<file path="src/rtl/sertx_dbuf.sv">
module sertx_dbuf #(
  parameter int DATA_W = 8,
  parameter int ADDR_W = 3
) (
  input  logic              clk,
  input  logic              rst_n,
  input  logic              bit_tick,
  input  logic              reg_wr,
  input  logic [ADDR_W-1:0] reg_addr,
  input  logic [DATA_W-1:0] reg_wdata,
  output logic              txd,
  output logic              buf_full,
  output logic              tx_busy,
  output logic              tx_irq
);
  localparam logic [ADDR_W-1:0] OFS_DATA = ADDR_W'(0);
  localparam logic [ADDR_W-1:0] OFS_ADRB = ADDR_W'(1);
  localparam logic [ADDR_W-1:0] OFS_LONG = ADDR_W'(2);
  localparam logic [ADDR_W-1:0] OFS_STAT = ADDR_W'(3);
  localparam logic [ADDR_W-1:0] OFS_CTRL = ADDR_W'(4);
  localparam int SH_W  = DATA_W + 3;
  localparam int CNT_W = $clog2(SH_W + 1);

  logic [DATA_W-1:0] hold_q;
  logic              hold_adr_q, hold_long_q, full_q;
  logic [SH_W-1:0]   sh_q;
  logic [CNT_W-1:0]  cnt_q;
  logic              txd_q, busy_q, irq_q, ien_q;

  wire wr_byte   = reg_wr && (reg_addr == OFS_DATA || reg_addr == OFS_ADRB || reg_addr == OFS_LONG);
  wire wr_stat   = reg_wr && reg_addr == OFS_STAT;
  wire wr_ctrl   = reg_wr && reg_addr == OFS_CTRL;
  wire last_bit  = busy_q && cnt_q == '0;
  wire load      = bit_tick && full_q && (!busy_q || last_bit);
  wire shift     = bit_tick && busy_q && cnt_q != '0;
  wire frame_end = bit_tick && last_bit && !full_q;

  always_ff @(posedge clk) begin
    if (!rst_n) begin
      hold_q      <= '0;
      hold_adr_q  <= 1'b0;
      hold_long_q <= 1'b0;
      full_q      <= 1'b0;
      sh_q        <= '1;
      cnt_q       <= '0;
      txd_q       <= 1'b1;
      busy_q      <= 1'b0;
      irq_q       <= 1'b0;
      ien_q       <= 1'b0;
    end else begin
      if (wr_byte) begin
        hold_q      <= reg_wdata;
        hold_adr_q  <= reg_addr == OFS_ADRB;
        hold_long_q <= reg_addr == OFS_LONG;
      end
      if (wr_stat)      full_q <= 1'b0;
      else if (wr_byte) full_q <= 1'b1;
      else if (load)    full_q <= 1'b0;

      if (load) begin
        txd_q  <= 1'b0;
        busy_q <= 1'b1;
        sh_q   <= {3'b111, hold_q};
        cnt_q  <= CNT_W'(DATA_W + 1) + CNT_W'(hold_adr_q) + CNT_W'(hold_long_q);
      end else if (shift) begin
        txd_q <= sh_q[0];
        sh_q  <= {1'b1, sh_q[SH_W-1:1]};
        cnt_q <= cnt_q - 1'b1;
      end else if (frame_end) begin
        busy_q <= 1'b0;
        txd_q  <= 1'b1;
      end

      if (load || frame_end) irq_q <= 1'b1;
      else if (wr_stat)      irq_q <= 1'b0;

      if (wr_ctrl) ien_q <= reg_wdata[0];
    end
  end

  assign txd      = txd_q;
  assign buf_full = full_q;
  assign tx_busy  = busy_q;
  assign tx_irq   = irq_q & ien_q;

  p_idle_high_r1: assert property (@(posedge clk) disable iff (!rst_n)
    !busy_q |-> txd_q);
  p_full_set_r2: assert property (@(posedge clk) disable iff (!rst_n)
    wr_byte |=> full_q);
  p_start_edge_r3: assert property (@(posedge clk) disable iff (!rst_n)
    $rose(busy_q) |-> (!txd_q && $past(full_q) && $past(bit_tick)));
  p_stat_clear_r7: assert property (@(posedge clk) disable iff (!rst_n)
    (wr_stat && !bit_tick) |=> (!full_q && !irq_q));
  p_load_irq_r8: assert property (@(posedge clk) disable iff (!rst_n)
    ($fell(full_q) && !$past(wr_stat)) |-> irq_q);
  p_idle_irq_r9: assert property (@(posedge clk) disable iff (!rst_n)
    $fell(busy_q) |-> irq_q);
  p_txd_on_tick_r11: assert property (@(posedge clk) disable iff (!rst_n)
    !$stable(txd_q) |-> $past(bit_tick));
endmodule

</file>
<file path="config.mk">
export PLATFORM = sky130hd
export DESIGN_NAME = sertx_dbuf
export DESIGN_NICKNAME = d
export VERILOG_FILES = /design/src/rtl/sertx_dbuf.sv
export SDC_FILE = /design/constraint.sdc
export NUM_CORES = 1
export LEC_CHECK = 0
export BUFFER_PORTS_ARGS = -buffer_cell sky130_fd_sc_hd__buf_2
export CAP_MARGIN = 10
export CORE_MARGIN = 1
export CORE_UTILIZATION = 50
export CTS_BUF_LIST = sky130_fd_sc_hd__clkbuf_8
export DETAILED_ROUTE_END_ITERATION = 8
export GPL_TIMING_DRIVEN = 0
export MAX_ROUTING_LAYER = met4
export PLACE_DENSITY_LB_ADDON = 0.08
export SLEW_MARGIN = 20
export SYNTH_ARGS = -nofsm -noshare
export SYNTH_HDL_FRONTEND = slang
export SYNTH_SLANG_ARGS = --single-unit
</file>
<file path="constraint.sdc">
create_clock -name clk -period 2.2 [get_ports clk]
set_input_delay 0.22 -clock clk [delete_from_list [all_inputs] [get_ports clk]]
set_output_delay 0.22 -clock clk [all_outputs]
set_load 0.005 [all_outputs]
</file>
* After elaboration in Yosys (flattened, before gate mapping) *
Cells that the tools add are included.
W data, S select, Z words.

storage, ports and cells
  register bits after elaboration = 27
  word-level logic and storage cells = 60

cells by class
  mux-type cells = 14
  equal/unequal tests = 5
  add/sub/neg operators = 3
  bitwise gates (word level) = 2
  reductions and logical operators = 26

operators by type and width
  cell                   number
  $mux W8                2
  $logic_and A1 B1 Y1    10
  $mux W1                10
  $mux W4                2
  $reduce_bool A2 Y1     4
  $eq A3 B2 Y1 const B   2
  $add A4 B1 Y4          1
  $add A4 B1 Y4 const A  1
  $logic_not A4 Y1       1
  $logic_or A1 B1 Y1     4
  $reduce_bool A4 Y1     1
  $sub A4 B1 Y4 const B  1
  $eq A3 B1 Y1 const B   1
  $eq A3 B3 Y1 const B   1
  $logic_not A3 Y1       1
  $reduce_bool A3 Y1     1
  $logic_not A1 Y1       2
  $ne A2 B2 Y1 const B   1
  $reduce_and A2 Y1      1
  $reduce_or A2 Y1       1
  $and A1 B1 Y1          1
  $not A1 Y1             1

* Logic depth before layout (Yosys ltp) *
  depth in word-level cells = 7
  gate-level depth with buffers = 8
  gate-level depth less buffers = 6

* Worst setup path before layout *
Ideal clock, no wire load.

  path kind = reg-to-reg
  start point = reg cnt_q[0]
  end point = reg txd_q, in the netlist txd
  path slack = 0.415 ns
  stages on the path, launching flop included = 8
  path buffers = 1
  arrival = 1.664 ns
  clock period less this slack = 1.785 ns
  path through = dfxtp_1 > inv_1 > ha_1 > or3b_4 > and2_1 > buf_6 > or3_1 > o311a_1

on the way
  cells in the longest elaborated chain, start to end = 5
  elaborated cells between the ends (all ways) = 11
  those cells by class = 2 x mux; 9 x reduce/logical

ends and longest elaborated chain
  element                                                           line    text
  from (decl)                                                       27      logic [CNT_W-1:0] cnt_q;
  from (signal assigned)                                            64      cnt_q <= CNT_W'(DATA_W + 1) + CNT_W'(hold_adr_q) + CNT_W'(hold_long_q);
  from (signal assigned)                                            68      cnt_q <= cnt_q - 1'b1;
  $logic_not A4 Y1                                                  33      wire last_bit = busy_q && cnt_q == '0;
  $logic_and A1 B1 Y1                                               33
  $logic_or A1 B1 Y1 / $logic_and A1 B1 Y1 (equally long branches)  34, 36
  $logic_and A1 B1 Y1, on equally long branches                     34, 36
  $reduce_bool A3 Y1 (no line) / $mux W1 (equally long branches)    n/a
  to (signal assigned)                                              66      txd_q <= sh_q[0];
  to (decl)                                                         28      logic txd_q, busy_q, irq_q, ien_q;

Parallel ways exist; a longest one is shown, timed or not.
A chain may end at the register's enable or synchronous reset.

* Worst setup path in the final report *
  start point = reg cnt_q[0]
  end point = reg sh_q[7]

on the way
  cells in the longest elaborated chain, start to end = 5
  elaborated cells between the ends (all ways) = 8
  those cells by class = 1 x mux; 7 x reduce/logical

ends and longest elaborated chain
  element                                               line  text
  $logic_not A4 Y1                                      33
  $logic_and A1 B1 Y1                                   33
  $logic_or A1 B1 Y1                                    34    wire load = bit_tick && full_q && (!busy_q || last_bit);
  $logic_and A1 B1 Y1                                   34
  $mux W8 / $reduce_bool A2 Y1 (equally long branches)  n/a
  to (signal assigned)                                  63    sh_q <= {3'b111, hold_q};
  to (signal assigned)                                  67    sh_q <= {1'b1, sh_q[SH_W-1:1]};
  to (decl)                                             26    logic [SH_W-1:0] sh_q;

Parallel ways exist; a longest one is shown, timed or not.

==> run metrics <==
via count of the first global-routing pass 950; insertion delay to the later sink of the worst-skew pair roughly 270 ps; cell area after technology mapping 0.00123 mm²; transition time of the tightest slew-check pin 553 ps; internal power between 0.6 and 0.7 mW; global route overflow 0; Worst R2R Setup Slack about 190 ps; Antenna Violating Nets Remaining 0; DP Cell Count 196; Pleak 0.556 nW; number of max-cap violations 0; crit share post-route 91.4%; # DRC 0; number of antenna violations at the first check in global routing 0; Post-DP Area between 0.001 and 0.0015 mm²; Hold Path Stages 3; origin of the critical flop-to-flop path cnt_q[0]; Final Non-Filler Cells 200; Setup Total Neg Slack 0 ps; type of the setup path with the least slack register to register; Vert. Die Dim 51.6 µm; portion of total power attributed to sequential cells 57.5%; worst hold slack across all endpoints 174 ps; Cell Chain, Critical Path inv_1 -> ha_1 -> or3b_4 -> and2_1 -> buf_6 -> clkbuf_1 -> nor3_1 -> o21ai_1; combinational group share of total power a little over a tenth; number of warning messages in the yosys log 0; Worst Hold Path EP hold_q[6]; post-CTS setup buffers 0; pins over their slew limit 0; biggest area consumer among synthesized cells sky130_fd_sc_hd__dfxtp_1; Chip Width 51.6 µm; primary flip-flop cell chosen by synthesis mapping sky130_fd_sc_hd__dfxtp_1; top cells by instance count after synthesis 28 x sky130_fd_sc_hd__nand2_1, 27 x sky130_fd_sc_hd__dfxtp_1, 14 x sky130_fd_sc_hd__nand4_1, 13 x sky130_fd_sc_hd__a21oi_1, 10 x sky130_fd_sc_hd__nand3_1; Async S/R FF share, synth 0%; outcome finished, final reports clean; Post-Syn Area per Cell between 8 and 9 µm²; minimum setup slack in the final design 190 ps; slowest stage cell, crit path sky130_fd_sc_hd__or3b_4; number of clock sinks 27; DPL Wire Length 1830 µm; worst slack at placement 236 ps; Design Area, Final 0.00140 mm²; Worst Setup Start Kind register; depth of the most critical reg-to-reg path 8; CP delay by family, top simple AND/OR/NAND/NOR gates; Post-Route Utilization ~62%; WL/cell 12.2 µm; number of endpoints with negative hold slack in the final report 0; cell types occupying the most area after synthesis sky130_fd_sc_hd__dfxtp_1 44%, sky130_fd_sc_hd__nand2_1 8.5%, sky130_fd_sc_hd__nand4_1 7.1%; growth of design area from synthesis to finish 14.1%; part of the Yosys area used for sequential elements a little over two fifths; required time of the critical path 2350 ps; quantity of gates resized following cts 0; final-report setup violation count 0; largest fanout on the critical path 10; FF-to-FF End sh_q[7]; number of nets in the layout 191; fraction of final layout cells with drive strength greater than 1 ~16%; Root Buffer sky130_fd_sc_hd__clkbuf_8; ratio of routed vias to standard cells 5.50; Clock Skew 3.65 ps; post-synthesis cell count 150; hold path startpoint reg_wdata[6]; full die area 0.00266 mm²; post-synth top area share between 40% and 50%; Worst Hold Class input port to register; Via Count 1100; synthesis-stage register bit count 27; pin count of the biggest net entering global routing 17; ANT cells 0; relative max-transition margin 63.1%; number of clock buffers inserted by TritonCTS 3; initial core utilization 54.6%; core area approximately 0.0023 mm²; switching part of the total 24.8%; Synth Net Count 168; time the worst path needs with I/O delays and setup 2010 ps; crit end category register; RSZ-0062 raised after global routing no; CTS clk-pin slew, worst paths 90 ps; reported net switching power 0.223 mW; maximum VDD drop roughly 360 µV; number of buffer and inverter instances along the worst setup path 3; total power draw between 0.8 and 0.9 mW; depth of the CTS H-tree 1; number of placement rows 17; number of distinct library cell variants in the gate-level netlist after synthesis 34; Longest Clk Path Bufs 2; drt first pass iters 4; final RePlAce weighted congestion 0.759; timing-limited maximum frequency between 0.4 and 0.5 GHz; number of enable-type register cells in the synthesized netlist 0; global router's overall resource usage 21.9%; CP peak stage delay 400 ps; starting DRC count in detailed routing 22; clock power share between 30% and 40%; CTS tree built; count of hold buffers inserted by post-cts repair 0; I/O pin total 19; total detailed-routing wirelength 2440 µm; P per Cell Area between 600 and 700 mW/mm²; wire length of the first global-routing pass 4220 µm; count of input and output buffers 18; data arrival time of the worst path 2160 ps; dominant cell by count in the synthesized netlist sky130_fd_sc_hd__nand2_1
[registers in the layout, summed over array words and instances (netlist names)]
register and cells:
ien_q 1, cnt_q 4, hold_q 8, hold_long_q 1, tx_busy 1, irq_q 1
buf_full 1, sh_q 8, txd 1, hold_adr_q 1
[kinds of logic after synthesis]
| logic type | count (synthesis) | share of synthesized area (%) |
|---|---|---|
| AO/OA/AOI/OAI | 29 | 14.9 |
| buffers and inverters | 16 | 5.49 |
| multiplexers | 2 | 1.63 |
| adder cells (fa/ha/maj) | 3 | 3.05 |
| flip-flops | 27 | 43.9 |
| AND/OR/NAND/NOR | 73 | 31.0 |
[worst min-delay path, stage by stage]
cell	delay [ps]
sky130_fd_sc_hd__buf_2	100
sky130_fd_sc_hd__nand2_1	40
sky130_fd_sc_hd__a21oi_1	50
[worst max-delay path by stage]
stage / to / startpoint / depth (start not counted)
final: sh_q[7] / cnt_q[0] / 8
after CTS: sh_q[7] / cnt_q[0] / 8
after global placement: sh_q[7] / cnt_q[0] / 8
after global routing: sh_q[7] / cnt_q[0] / 8
after floorplan: txd / cnt_q[0] / 7
after detailed placement: sh_q[7] / cnt_q[0] / 8
[power groups by stage]
stage	logic, mW	clock network [mW]	registers (mW)
final	0.0954	0.286	0.515
after global routing	0.109	0.314	0.518
after CTS	0.0956	0.297	0.515
after detailed placement	0.0952	0	0.527
after global placement	0.0926	0	0.526
after floorplan	0.0626	0	0.524
[cell type report]
class,count,area (µm²)
Tap cell,28,35.0
Sequential cell,27,541
Clock inverter,1,7.51
Timing Repair Buffer,18,90.1
Inverter,7,26.3
Multi-Input combinational cell,107,622
Buffer,9,41.3
Clock buffer,3,41.3
Fill cell,238,851
[metal layers]
layer	GRT usage (%)	routed length [µm]	vias to the layer above	share of wire [%]
met4	8.11	14	0	0.57
met2	32.3	1110	19	45
met1	30.3	1240	502	51
met3	3.51	74	2	3.0
met5	-	0	-	0
li1	-	-	577	-
[placed cells by master (no fill, tap or decap), drive strengths merged, types with 2 or more instances in the layout]
| cell | netlist | layout |
|---|---|---|
| dfxtp | 27 | 27 |
| nor2 | 5 | 5 |
| nor3 | 2 | 2 |
| nand2b | 2 | 2 |
| clkbuf | 8 | 11 |
| a21oi | 13 | 13 |
| nor3b | 2 | 2 |
| nand3 | 10 | 10 |
| o21ai | 6 | 6 |
| nand2 | 28 | 28 |
| inv | 6 | 6 |
| nor2b | 2 | 2 |
| and2 | 2 | 2 |
| ha | 3 | 3 |
| buf | 1 | 19 |
| nand4 | 14 | 14 |
| mux2i | 2 | 2 |
| a211oi | 2 | 2 |
Power figures use the tool's default switching activity.
